File: config.mk
export PLATFORM = sky130hd
export DESIGN_NAME = thread_timer_irq_steer
export DESIGN_NICKNAME = d
export VERILOG_FILES = /design/src/rtl/tts_pkg.sv /design/src/rtl/tts_mask_reg.sv /design/src/rtl/tts_shared_timer.sv /design/src/rtl/tts_irq_fanout.sv /design/src/rtl/thread_timer_irq_steer.sv
export SDC_FILE = /design/constraint.sdc
export NUM_CORES = 1
export LEC_CHECK = 0
export ABC_AREA = 1
export ABC_CLOCK_PERIOD_IN_PS = 1900
export BUFFER_PORTS_ARGS = -buffer_cell sky130_fd_sc_hd__buf_2
export CAP_MARGIN = 30
export CORE_MARGIN = 2
export CORE_UTILIZATION = 58
export CTS_CLUSTER_DIAMETER = 40
export DETAILED_ROUTE_END_ITERATION = 6
export MAX_ROUTING_LAYER = met4
export PLACE_DENSITY = 0.85
export SLEW_MARGIN = 0
export SYNTH_ARGS = -nofsm -noshare
export SYNTH_HDL_FRONTEND = slang
export SYNTH_SLANG_ARGS = --single-unit
File: constraint.sdc
create_clock -name clk -period 1.9 [get_ports clk]
set_input_delay 0.285 -clock clk [delete_from_list [all_inputs] [get_ports clk]]
set_output_delay 0.285 -clock clk [all_outputs]
set_load 0.03 [all_outputs]
File: src/rtl/tts_pkg.sv
package tts_pkg;
    // Control register bit positions; software depends on these.
    localparam int CTRL_EN_POS  = 0;
    localparam int CTRL_RUN_POS = 1;
    localparam int CTRL_BITS    = 2;
endpackage

File: src/rtl/tts_mask_reg.sv
module tts_mask_reg #(
    parameter int NT = 16
) (
    input  logic          clk,
    input  logic          rst_n,
    input  logic          we,
    input  logic [NT-1:0] wdata,
    output logic [NT-1:0] mask_o
);
    typedef struct packed {
        logic [NT-1:0] mask;
    } mask_state_t;

    mask_state_t st_d, st_q;

    always_comb begin
        st_d = st_q;
        if (we) begin
            st_d.mask = wdata;
        end
    end

    always_ff @(posedge clk or negedge rst_n) begin
        if (!rst_n) begin
            st_q <= '0;
        end else begin
            st_q <= st_d;
        end
    end

    assign mask_o = st_q.mask;
endmodule

File: src/rtl/tts_shared_timer.sv
module tts_shared_timer
    import tts_pkg::*;
#(
    parameter int DW = 32
) (
    input  logic          clk,
    input  logic          rst_n,
    input  logic          cnt_we,
    input  logic          lim_we,
    input  logic          ctl_we,
    input  logic [DW-1:0] wdata,
    output logic [DW-1:0] cnt_o,
    output logic [DW-1:0] lim_o,
    output logic          en_o,
    output logic          run_o,
    output logic          pend_o
);
    typedef struct packed {
        logic [DW-1:0] cnt;
        logic [DW-1:0] lim;
        logic          en;
        logic          run;
        logic          pend;
    } tmr_state_t;

    tmr_state_t st_d, st_q;
    logic       match;

    always_comb begin
        st_d  = st_q;
        match = st_q.run && (st_q.cnt == st_q.lim);
        if (st_q.run) begin
            st_d.cnt = match ? '0 : st_q.cnt + DW'(1);
        end
        if (match && st_q.en) begin
            st_d.pend = 1'b1;
        end
        // Software writes take precedence over the timer's own update.
        if (cnt_we) begin
            st_d.cnt = wdata;
        end
        if (lim_we) begin
            st_d.lim = wdata;
        end
        if (ctl_we) begin
            st_d.en   = wdata[CTRL_EN_POS];
            st_d.run  = wdata[CTRL_RUN_POS];
            st_d.pend = 1'b0;
        end
    end

    always_ff @(posedge clk or negedge rst_n) begin
        if (!rst_n) begin
            st_q <= '0;
        end else begin
            st_q <= st_d;
        end
    end

    assign cnt_o  = st_q.cnt;
    assign lim_o  = st_q.lim;
    assign en_o   = st_q.en;
    assign run_o  = st_q.run;
    assign pend_o = st_q.pend;
endmodule

File: src/rtl/tts_irq_fanout.sv
module tts_irq_fanout #(
    parameter int NT = 16
) (
    input  logic          pend,
    input  logic          en,
    input  logic [NT-1:0] mask,
    output logic [NT-1:0] irq
);
    logic fire;
    assign fire = pend & en;

    for (genvar t = 0; t < NT; t++) begin : g_thread
        assign irq[t] = fire & mask[t];
    end
endmodule

File: src/rtl/thread_timer_irq_steer.sv
module thread_timer_irq_steer
    import tts_pkg::*;
#(
    parameter int          NUM_THREADS = 16,
    parameter int          DATA_W      = 32,
    parameter int          ADDR_W      = 32,
    parameter logic [31:0] MASK_ADDR   = 32'hFFFF_F850,
    parameter logic [31:0] CNT_ADDR    = 32'h0000_0021,
    parameter logic [31:0] CTL_ADDR    = 32'h0000_0022,
    parameter logic [31:0] LIM_ADDR    = 32'h0000_0023
) (
    input  logic                   clk,
    input  logic                   rst_n,
    input  logic                   aux_we,
    input  logic [ADDR_W-1:0]      aux_addr,
    input  logic [DATA_W-1:0]      aux_wdata,
    output logic [DATA_W-1:0]      aux_rdata,
    output logic [NUM_THREADS-1:0] thread_irq
);
    localparam int PAD_W  = DATA_W - NUM_THREADS;
    localparam int CPAD_W = DATA_W - CTRL_BITS;

    logic                   sel_mask, sel_cnt, sel_ctl, sel_lim;
    logic [NUM_THREADS-1:0] mask_q;
    logic [DATA_W-1:0]      cnt_q, lim_q;
    logic                   en_q, run_q, pend_q;
    logic [CTRL_BITS-1:0]   ctl_view;

    always_comb begin
        sel_mask = (aux_addr == ADDR_W'(MASK_ADDR));
        sel_cnt  = (aux_addr == ADDR_W'(CNT_ADDR));
        sel_ctl  = (aux_addr == ADDR_W'(CTL_ADDR));
        sel_lim  = (aux_addr == ADDR_W'(LIM_ADDR));
    end

    tts_mask_reg #(.NT(NUM_THREADS)) u_mask (
        .clk    (clk),
        .rst_n  (rst_n),
        .we     (aux_we & sel_mask),
        .wdata  (aux_wdata[NUM_THREADS-1:0]),
        .mask_o (mask_q)
    );

    tts_shared_timer #(.DW(DATA_W)) u_timer (
        .clk    (clk),
        .rst_n  (rst_n),
        .cnt_we (aux_we & sel_cnt),
        .lim_we (aux_we & sel_lim),
        .ctl_we (aux_we & sel_ctl),
        .wdata  (aux_wdata),
        .cnt_o  (cnt_q),
        .lim_o  (lim_q),
        .en_o   (en_q),
        .run_o  (run_q),
        .pend_o (pend_q)
    );

    tts_irq_fanout #(.NT(NUM_THREADS)) u_fan (
        .pend (pend_q),
        .en   (en_q),
        .mask (mask_q),
        .irq  (thread_irq)
    );

    always_comb begin
        ctl_view               = '0;
        ctl_view[CTRL_EN_POS]  = en_q;
        ctl_view[CTRL_RUN_POS] = run_q;
        if (sel_mask) begin
            aux_rdata = {{PAD_W{1'b0}}, mask_q};
        end else if (sel_cnt) begin
            aux_rdata = cnt_q;
        end else if (sel_ctl) begin
            aux_rdata = {{CPAD_W{1'b0}}, ctl_view};
        end else if (sel_lim) begin
            aux_rdata = lim_q;
        end else begin
            aux_rdata = '0;
        end
    end
endmodule

Yosys cells after proc, flatten, opt, wreduce, memory -nomap -nowiden
Cells that the tools add are included.
Word-level totals
  logic and storage cells: 46
  output and inout bits: 48
  register bits after elaboration: 83
  input port bits: 67
Operators by class
  bitwise logic cells: 21
  add/subtract/negate cells: 1
  equal/unequal tests: 5
  multiplexer cells: 9
  reduce and logical (&&, ||, !) cells: 4
Operators by type and width (count)
  $mux 32: 7
  $eq 32x6->1 const B: 3
  $add 32x1->32 const B: 1
  $eq 32x32->1: 1
  $eq 32x32->1 const B: 1
  $and 1x1->1: 21
  $reduce_bool 2->1: 2
  $logic_and 1x1->1: 2
  $mux 1: 2

Logic depth before layout (Yosys ltp)
Gate-level depths: netlist (run 1).
  depth after elaboration: 5
  gate-level depth with buffers: 14
  mapped depth without buffers: 13

Hierarchy
From an unflattened synthesis (run 1), not the netlist that was laid out.
Second synthesis, totals
  cell total of the unflattened synthesis: 1022
  area total of the unflattened synthesis: 6515.0 um^2
Modules (own cells, without submodules)
  tts_shared_timer: sequential area each 1676.6 um^2, cells an instance 677, area an instance 4570.6 um^2, times used 1
  thread_timer_irq_steer: sequential area each 0.0 um^2, cells an instance 243, area an instance 1132.3 um^2, times used 1
  tts_mask_reg: sequential area each 400.4 um^2, cells an instance 68, area an instance 644.4 um^2, times used 1
  tts_irq_fanout: sequential area each 0.0 um^2, cells an instance 34, area an instance 167.7 um^2, times used 1

Least setup slack after synthesis (run 1)
Ideal clock, no wire load.
  path kind: input to output
  start point: input aux_addr[4]
  end point: output aux_rdata[22]
  data arrival time: 1.923 ns
  required time: 1.615 ns
  cell stages on the path: 10
  slack: -0.308 ns
  path buffers: 1
  cell sequence: inv_1 -> nand2_1 -> nor2_1 -> inv_1 -> nor2_1 -> nand2_1 -> nor2_4 -> nand2_1 -> buf_2 -> o21ai_0
On the way
  word-level cells in the longest chain between the ends: 5
  elaborated cells on any way between the ends: 8
  classes of those cells: eq/ne: 4; mux: 4
Ends and longest elaborated chain
  start: declaration: RTL line thread_timer_irq_steer.sv:15  | input logic [ADDR_W-1:0] aux_addr,
  $eq 32x6->1: RTL line thread_timer_irq_steer.sv:33  | sel_lim = (aux_addr == ADDR_W'(LIM_ADDR));
  $mux 32: RTL line thread_timer_irq_steer.sv:75  | end else if (sel_lim) begin
  $mux 32: RTL line thread_timer_irq_steer.sv:73  | end else if (sel_ctl) begin
  $mux 32: RTL line thread_timer_irq_steer.sv:71  | end else if (sel_cnt) begin
  $mux 32 (*): RTL line thread_timer_irq_steer.sv:69  | if (sel_mask) begin
  end: declaration: RTL line thread_timer_irq_steer.sv:17  | output logic [DATA_W-1:0] aux_rdata,
Mark *: on every way between the ends. The rest lies on a longest branch, timed or not.

Final worst setup path (run 1)
  start point: input aux_addr[4]
  end point: output aux_rdata[31]
Same word-level chain as after synthesis.

==> implementation parameters, run 1 <==
Parameter                              Value

Clock tree
  Clock edge transition at the registers on the reported setup and hold paths    about 60 ps
  Root buffer cell    sky130_fd_sc_hd__clkbuf_16
  Clock tree from TritonCTS    done
  Clock sink count    83
  TritonCTS buffer count    9
  Worst-skew pair later-pin latency    around 360 ps
  CTS H-Tree Depth    3
  Number of buffers between clock root and the deepest sink    2

Floorplanning
  Placeable core region    around 11000 um2
  Initial standard-cell utilization of the core    0.600
  Width of the chip    110 um
  I/O pin total    roughly 120
  Die footprint    12200 um2
  Number of rows created at floorplan    38
  Height of the die    ~110 um

Detailed routing
  Count of TritonRoute iterations in the first routing pass    7
  DR DRC count    between 40 and 50
  Final wirelength    26.9 mm
  Ratio of routed vias to standard cells    between 6 and 7
  Number of DRC violations after detailed-routing iteration 0    around 1200
  Routed via count    about 8600
  Antenna-violating nets left    0
  Average wire per standard cell    around 19 um

STA
  Slew margin rel.    0.396
  Post-route worst setup slack    -274 ps
  Period Utilization, post-route    1.14
  Final critical delay including setup and external delays    about 2200 ps
  Post-Route Skew    around 5.9 ps
  Pins Over Slew Limit    0
  Setup violations, final    34
  RSZ-0062 raised after global routing    yes
  Final Hold Violating Endpoints    0
  Peak clock frequency supported by timing    between 400 and 500 MHz
  Worst-margin pin slew    a little over 900 ps

Synth
  Dominant combinational cell family by area after synthesis    simple AND/OR/NAND/NOR gates
  Multiplexer fraction of the synthesized cell area    0
  Share of synthesized cell area in and, or, nand and nor gates    0.435
  Post-Synthesis Cells    about 1100
  Area share of xor/xnor cells in the synthesized design    0.0320
  Post-synthesis register bit count    83
  Count of different cell masters after synthesis    30
  Synth area leaders    sky130_fd_sc_hd__dfrtp_1 32%, sky130_fd_sc_hd__nand2_1 21%, sky130_fd_sc_hd__inv_1 10%
  Arithmetic-cell share of the synthesized area counting full adders, half adders and majority gates    0.00191
  Net count of the mapped netlist    between 1000 and 1500
  Sequential cell area fraction in the yosys report    0.317
  Area share of the leading cell type in the synthesized netlist    0.317
  Post-synthesis instance area    roughly 6600 um2
  Area fraction in compound gates after synthesis    0.0789
  Post-synthesis area per instance    5.93 um2
  Synth area leader    sky130_fd_sc_hd__dfrtp_1
  Synth Warn #    0

Run
  Max-cap violations    0

Final layout
  Synthesis-to-finish area growth    37.5%
  Layout Nets    between 1000 and 1500
  Share of layout cells above drive strength 1    0.252
  Post-layout utilization of the core    0.825
  Layout Cell Area excl Fill    between 9000 and 10000 um2
  Number of filler cells placed in the layout    around 730

Outcome
  Violations in the final reports    design-rule violations, negative setup slack
  Outcome    complete, but fails checks

Placed design
  Post-DP HPWL    16.4 mm
  Port Buffers    around 110
  Setup Slack @ Placement    -144 ps
  Routability congestion estimate from global placement    about 1.0
  Placement Cell Area    7780 um2

Power
  PD cells    424 nW/um2
  Maximum VDD drop    0.526 mV
  Cell leakage power    about 0.0047 uW

Global routing
  Met3 capacity usage during global routing    0.0564
  Remaining global-route overflow    0
  Largest net degree at the start of global routing    49
  Global Route Usage Sum    0.376
  GRT Max-Usage Layer    met2
  Met1 demand-to-capacity share in global routing    0.474
  First-pass GRT wire length    approximately 34 mm
  Antenna violations before repair    2
  Met2 GRT Util    0.604
  Vias in the first global route    7025

Worst setup path
  Type of the worst setup path    input port to output port
  Crit path launch type    input port
  Worst EP arrival    approximately 1900 ps
  Data required time of the worst path    between 1500 and 2000 ps
  CP Capture Type    output port
  Largest driver fanout on the critical path    8

Min path
  Hold/Removal Path Class    input port to flip-flop
## flip-flops by register name, indices dropped and copies added, names as in the netlist
signal,flops
u_timer.cnt_o,32
u_mask.mask_o,16
u_timer.lim_o,32
u_timer.run_o,1
u_timer.pend_o,1
u_timer.en_o,1
## kinds of logic (layout without fill, tap and decap cells)
kind of cell,Yosys count,in the layout
buffers and inverters,221,403
adders and majority gates,1,1
AOI/OAI and AO/OA,100,100
DFF,83,83
other,0,2
xor gates and xnor gates,24,24
and+or+nand+nor,677,677
## cells in the final DEF, fill, tap and decap left out, types with 14 or more instances in the layout
| cell | instances |
|---|---|
| sky130_fd_sc_hd__xor2_1 | 19 |
| sky130_fd_sc_hd__inv_1 | 173 |
| sky130_fd_sc_hd__nand4_1 | 36 |
| sky130_fd_sc_hd__dfrtp_1 | 78 |
| sky130_fd_sc_hd__clkbuf_16 | 14 |
| sky130_fd_sc_hd__buf_2 | 72 |
| sky130_fd_sc_hd__nor2_1 | 124 |
| sky130_fd_sc_hd__o21ai_1 | 26 |
| sky130_fd_sc_hd__nand3_2 | 18 |
| sky130_fd_sc_hd__buf_6 | 44 |
| sky130_fd_sc_hd__buf_4 | 74 |
| sky130_fd_sc_hd__nand2_1 | 349 |
| sky130_fd_sc_hd__nand2_2 | 15 |
| sky130_fd_sc_hd__o21ai_0 | 49 |
| sky130_fd_sc_hd__nand3_1 | 90 |
## repair_timing
| action | 4_1_cts | 5_1_grt |
|---|---|---|
| cloned | 0 | 5 |
| gates resized for setup | 47 | 165 |
| setup buffers | 1 | 10 |
| setup endpoints to repair | 32 | 74 |
| pin swaps | 4 | 17 |
| endpoints found under the hold margin | 28 | 0 |
| hold buffers | 1 | 0 |
## report_power, final
part	leakage [uW]	internal, uW	switching, uW
clock network	0.000143	1020	801
registers	0.00115	1770	0.0000287
logic	0.00337	93.2	143
total	0.00466	2880	945
## final cells by class
type	instances	area (um2)	area share
multi-input combinational	802	4050	0.449
sequential	83	2080	0.231
timing repair buffer	205	1730	0.191
inverter	182	691	0.0765
clock buffer	10	229	0.0254
tap	140	175	0.0194
clock inverter	6	65.1	0.00721
antenna	2	5.00	0.000555
## final timing paths
path / from / end / slack [ps] / depth (start not counted)
worst max-delay path: aux_addr[4] / aux_rdata[31] / -270 / 12
worst min-delay path: aux_wdata[16] / u_timer.lim_o[16] / 170 / 3
worst max register to register: u_timer.cnt_o[1] / u_timer.cnt_o[14] / -130 / 8
worst min register to register: u_mask.mask_o[11] / u_mask.mask_o[11] / 490 / 2
max in group asynchronous: rst_n / u_timer.cnt_o[9] / 840 / 3
min in group asynchronous: rst_n / u_mask.mask_o[11] / 400 / 2
## cell usage after synthesis
| master | number |
|---|---|
| sky130_fd_sc_hd__nor2_2 | 4 |
| sky130_fd_sc_hd__nor2_1 | 142 |
| sky130_fd_sc_hd__inv_2 | 2 |
| sky130_fd_sc_hd__and2_0 | 1 |
| sky130_fd_sc_hd__nand2_2 | 5 |
| sky130_fd_sc_hd__nand3b_1 | 2 |
| sky130_fd_sc_hd__buf_2 | 21 |
| sky130_fd_sc_hd__clkbuf_1 | 9 |
| sky130_fd_sc_hd__and2_1 | 5 |
| sky130_fd_sc_hd__o21ai_2 | 4 |
| sky130_fd_sc_hd__nand3_1 | 111 |
| sky130_fd_sc_hd__nor3b_2 | 1 |
| sky130_fd_sc_hd__xnor2_1 | 5 |
| sky130_fd_sc_hd__o21ai_1 | 17 |
| sky130_fd_sc_hd__o22ai_1 | 2 |
| sky130_fd_sc_hd__buf_1 | 2 |
| sky130_fd_sc_hd__buf_6 | 3 |
| sky130_fd_sc_hd__dfrtp_1 | 83 |
| sky130_fd_sc_hd__ha_1 | 1 |
| sky130_fd_sc_hd__clkinv_2 | 1 |
| sky130_fd_sc_hd__inv_1 | 179 |
| sky130_fd_sc_hd__clkbuf_2 | 1 |
| sky130_fd_sc_hd__xor2_1 | 19 |
| sky130_fd_sc_hd__nand4_1 | 36 |
| sky130_fd_sc_hd__nor2_4 | 3 |
| sky130_fd_sc_hd__o21ai_0 | 75 |
| sky130_fd_sc_hd__nand2_1 | 363 |
| sky130_fd_sc_hd__nor3_1 | 4 |
| sky130_fd_sc_hd__a21oi_1 | 2 |
| sky130_fd_sc_hd__buf_4 | 3 |
## metrics by stage
step	total power, uW	hold slack [ps]	TNS [ps]	instances
finish	3830	175	-5250	1430
global route	3900	201	-10360	1430
CTS	3750	179	-268	1413
detailed placement	1980	239	-2550	1395
global placement	1980	240	-1400	1395
floorplan	1840	-10.6	-1490	1106
## routing by layer
layer | vias up | share of wire
li1 | 3777 | -
met1 | 3892 | 0.36
met2 | 716 | 0.46
met3 | 214 | 0.11
met4 | 0 | 0.061
met5 | - | 0
## worst max-delay path, cell delays in order
cell	delay [ps]
sky130_fd_sc_hd__buf_6	100
sky130_fd_sc_hd__inv_4	50
sky130_fd_sc_hd__nand2_4	50
sky130_fd_sc_hd__nor2_4	120
sky130_fd_sc_hd__inv_2	50
sky130_fd_sc_hd__nor2_4	100
sky130_fd_sc_hd__nand2_2	110
sky130_fd_sc_hd__nor2_4	280
sky130_fd_sc_hd__nand2_4	140
sky130_fd_sc_hd__buf_12	190
sky130_fd_sc_hd__o22ai_4	230
sky130_fd_sc_hd__buf_6	180
Note: power is estimated with default switching activity, not from simulation.
==> inputs of run 2 (changes only) <==
--- a/config.mk
+++ b/config.mk
@@ -6,15 +6,15 @@
 export NUM_CORES = 1
 export LEC_CHECK = 0
 export ABC_AREA = 1
-export ABC_CLOCK_PERIOD_IN_PS = 1900
+export ABC_CLOCK_PERIOD_IN_PS = 2700
 export BUFFER_PORTS_ARGS = -buffer_cell sky130_fd_sc_hd__buf_2
 export CAP_MARGIN = 30
 export CORE_MARGIN = 2
-export CORE_UTILIZATION = 58
+export CORE_UTILIZATION = 62
 export CTS_CLUSTER_DIAMETER = 40
 export DETAILED_ROUTE_END_ITERATION = 6
 export MAX_ROUTING_LAYER = met4
-export PLACE_DENSITY = 0.85
+export PLACE_DENSITY = 0.9
 export SLEW_MARGIN = 0
 export SYNTH_ARGS = -nofsm -noshare
 export SYNTH_HDL_FRONTEND = slang
==> constraint.sdc (replaced) <==
create_clock -name clk -period 2.7 [get_ports clk]
set_input_delay 0.405 -clock clk [delete_from_list [all_inputs] [get_ports clk]]
set_output_delay 0.405 -clock clk [all_outputs]
set_load 0.03 [all_outputs]
==> implementation parameters, run 2 (synthesized netlist as in run 1, its figures left out) <==
Parameter                              Value

Clock tree
  Worst-skew pair later-pin latency    ~380 ps
  Clock tree from TritonCTS    done
  Number of gates resized after CTS    0
  CTS H-Tree Depth    3
  Hold_buf cts    0
  Clock edge transition at the registers on the reported setup and hold paths    about 100 ps
  Setup Buffers After CTS    0
  Number of buffers between clock root and the deepest sink    2
  TritonCTS buffer count    9
  Root buffer cell    sky130_fd_sc_hd__clkbuf_8
  Clock sink count    83

Worst setup path
  Worst EP arrival    roughly 2100 ps
  Type of the worst setup path    input port to output port
  Crit path launch type    input port
  CP Capture Type    output port
  Largest driver fanout on the critical path    18
  Data required time of the worst path    around 2300 ps

STA
  Peak clock frequency supported by timing    402 MHz
  Final critical delay including setup and external delays    2490 ps
  Total negative slack for setup checks    0 ps
  Setup violations, final    0
  Slew margin rel.    0.371
  Worst hold slack after final layout    ~43 ps
  Post-route worst setup slack    213 ps
  RSZ-0062 raised after global routing    no
  Final Hold Violating Endpoints    0
  Worst-margin pin slew    between 900 and 1000 ps
  Pins Over Slew Limit    0
  Period Utilization, post-route    0.921
  Post-Route Skew    around 11 ps

Power
  Fraction of power consumed by the clock network    0.422
  Net switching power of the design    609 uW
  Switching Fraction    0.258
  Post-layout power    roughly 2400 uW
  PD cells    around 320 nW/um2
  Share of power burned in combinational logic    0.052
  Maximum VDD drop    about 0.35 mV
  Internal    roughly 1800 uW
  Cell leakage power    just over 0.004 uW
  Relative contribution of sequential cells to total power    0.526

Floorplanning
  Initial standard-cell utilization of the core    0.638
  I/O pin total    roughly 120
  Placeable core region    roughly 10000 um2
  Number of rows created at floorplan    37
  Width of the chip    between 100 and 150 um
  Die footprint    approximately 11000 um2
  Height of the die    roughly 110 um

Placed design
  Setup Slack @ Placement    252 ps
  Port Buffers    about 110
  Routability congestion estimate from global placement    1.01
  Post-DP HPWL    ~16 mm
  Placed instance count    1331

Detailed routing
  Antenna-violating nets left    0
  Final wirelength    ~21 mm
  Count of TritonRoute iterations in the first routing pass    5
  Average wire per standard cell    between 15 and 20 um
  Routed via count    around 7500
  Ratio of routed vias to standard cells    ~5.6
  DR DRC count    0
  Number of DRC violations after detailed-routing iteration 0    about 640

Final layout
  Number of antenna repair diodes    0
  Fin cells    between 1000 and 1500
  Synthesis-to-finish area growth    13.3%
  Most frequent standard cell in the layout excluding fill and tap cells    sky130_fd_sc_hd__nand2_1
  Highest-count cells in the layout ignoring fill and taps    363 x sky130_fd_sc_hd__nand2_1, 179 x sky130_fd_sc_hd__inv_1, 142 x sky130_fd_sc_hd__nor2_1
  Share of layout cells above drive strength 1    0.135
  Layout Nets    about 1300

Outcome
  Outcome    completed

Global routing
  Antenna violations before repair    0
  Largest net degree at the start of global routing    84
  Global Route Usage Sum    0.387
  First-pass GRT wire length    33.7 mm
  Remaining global-route overflow    0
  Vias in the first global route    around 7000

Run
  Max-cap violations    0

Min path
  Hold/Removal Path Class    input port to asynchronous set/reset pin
run 2: changes by cell type in the layout (fill, tap and decap cells not counted), moves of 10 or more:
cell	delta
sky130_fd_sc_hd__buf_2	+41
sky130_fd_sc_hd__buf_4	-61
sky130_fd_sc_hd__buf_6	-44
sky130_fd_sc_hd__clkbuf_16	-14
sky130_fd_sc_hd__clkbuf_8	+10
sky130_fd_sc_hd__nand2_1	+14
sky130_fd_sc_hd__nand2_2	-10
sky130_fd_sc_hd__nand3_1	+21
sky130_fd_sc_hd__nand3_2	-18
sky130_fd_sc_hd__nor2_1	+18
sky130_fd_sc_hd__o21ai_0	+26
sky130_fd_sc_hd__o21ai_4	-11
run 2: layout make-up:
cell class | instances | area [um2]
Fill cell | 918 | 2840
Tap cell | 136 | 170
Timing Repair Buffer | 128 | 703
Clock inverter | 6 | 72.6
Sequential cell | 83 | 2080
Clock buffer | 10 | 138
Inverter | 182 | 684
Multi-Input combinational cell | 802 | 3590
run 2: power by group through the flow:
stage | sequential, uW | combinational [uW] | clock (uW)
CTS | 1240 | 122 | 990
floorplan | 1270 | 25.5 | 0
global route | 1240 | 136 | 1050
global placement | 1270 | 118 | 0
detailed placement | 1270 | 122 | 0
finish | 1240 | 122 | 997
run 2: path summary, 6_finish.rpt:
path	startpoint	end	slack (ps)	cells after the start
worst min register to register	u_mask.mask_o[7]	u_mask.mask_o[7]	500	2
worst max register to register	u_timer.cnt_o[14]	u_timer.cnt_o[4]	440	6
worst max-delay path	aux_addr[4]	aux_rdata[25]	210	11
min in group clk	aux_wdata[16]	u_timer.lim_o[16]	270	3
worst min-delay path	rst_n	u_mask.mask_o[10]	40	2
max in group asynchronous	rst_n	u_timer.cnt_o[31]	2290	2
run 2: stage by stage:
| step | instance area (um2) | utilization |
|---|---|---|
| 2_1_floorplan | 6560 | - |
| 3_3_place_gp | 7230 | 0.703 |
| 3_5_place_dp | 7230 | 0.703 |
| 4_1_cts | 7440 | 0.724 |
| 5_1_grt | 7440 | 0.724 |
| 6_report | 7440 | 0.724 |
run 2: layer usage:
layer	share of wire	track usage
met1	0.42	0.506
met2	0.47	0.615
met3	0.082	0.0511
met4	0.027	0.150
met5	0	-
run 2: critical path, cell delays in order:
cell and delay, ps:
sky130_fd_sc_hd__buf_2 90, sky130_fd_sc_hd__inv_1 70, sky130_fd_sc_hd__nand2_1 50, sky130_fd_sc_hd__nor2_1 130, sky130_fd_sc_hd__inv_1 50, sky130_fd_sc_hd__nor2_1 110, sky130_fd_sc_hd__nand2_1 110, sky130_fd_sc_hd__nor2_4 90
sky130_fd_sc_hd__nand2_1 390, sky130_fd_sc_hd__o21ai_0 340, sky130_fd_sc_hd__buf_2 240
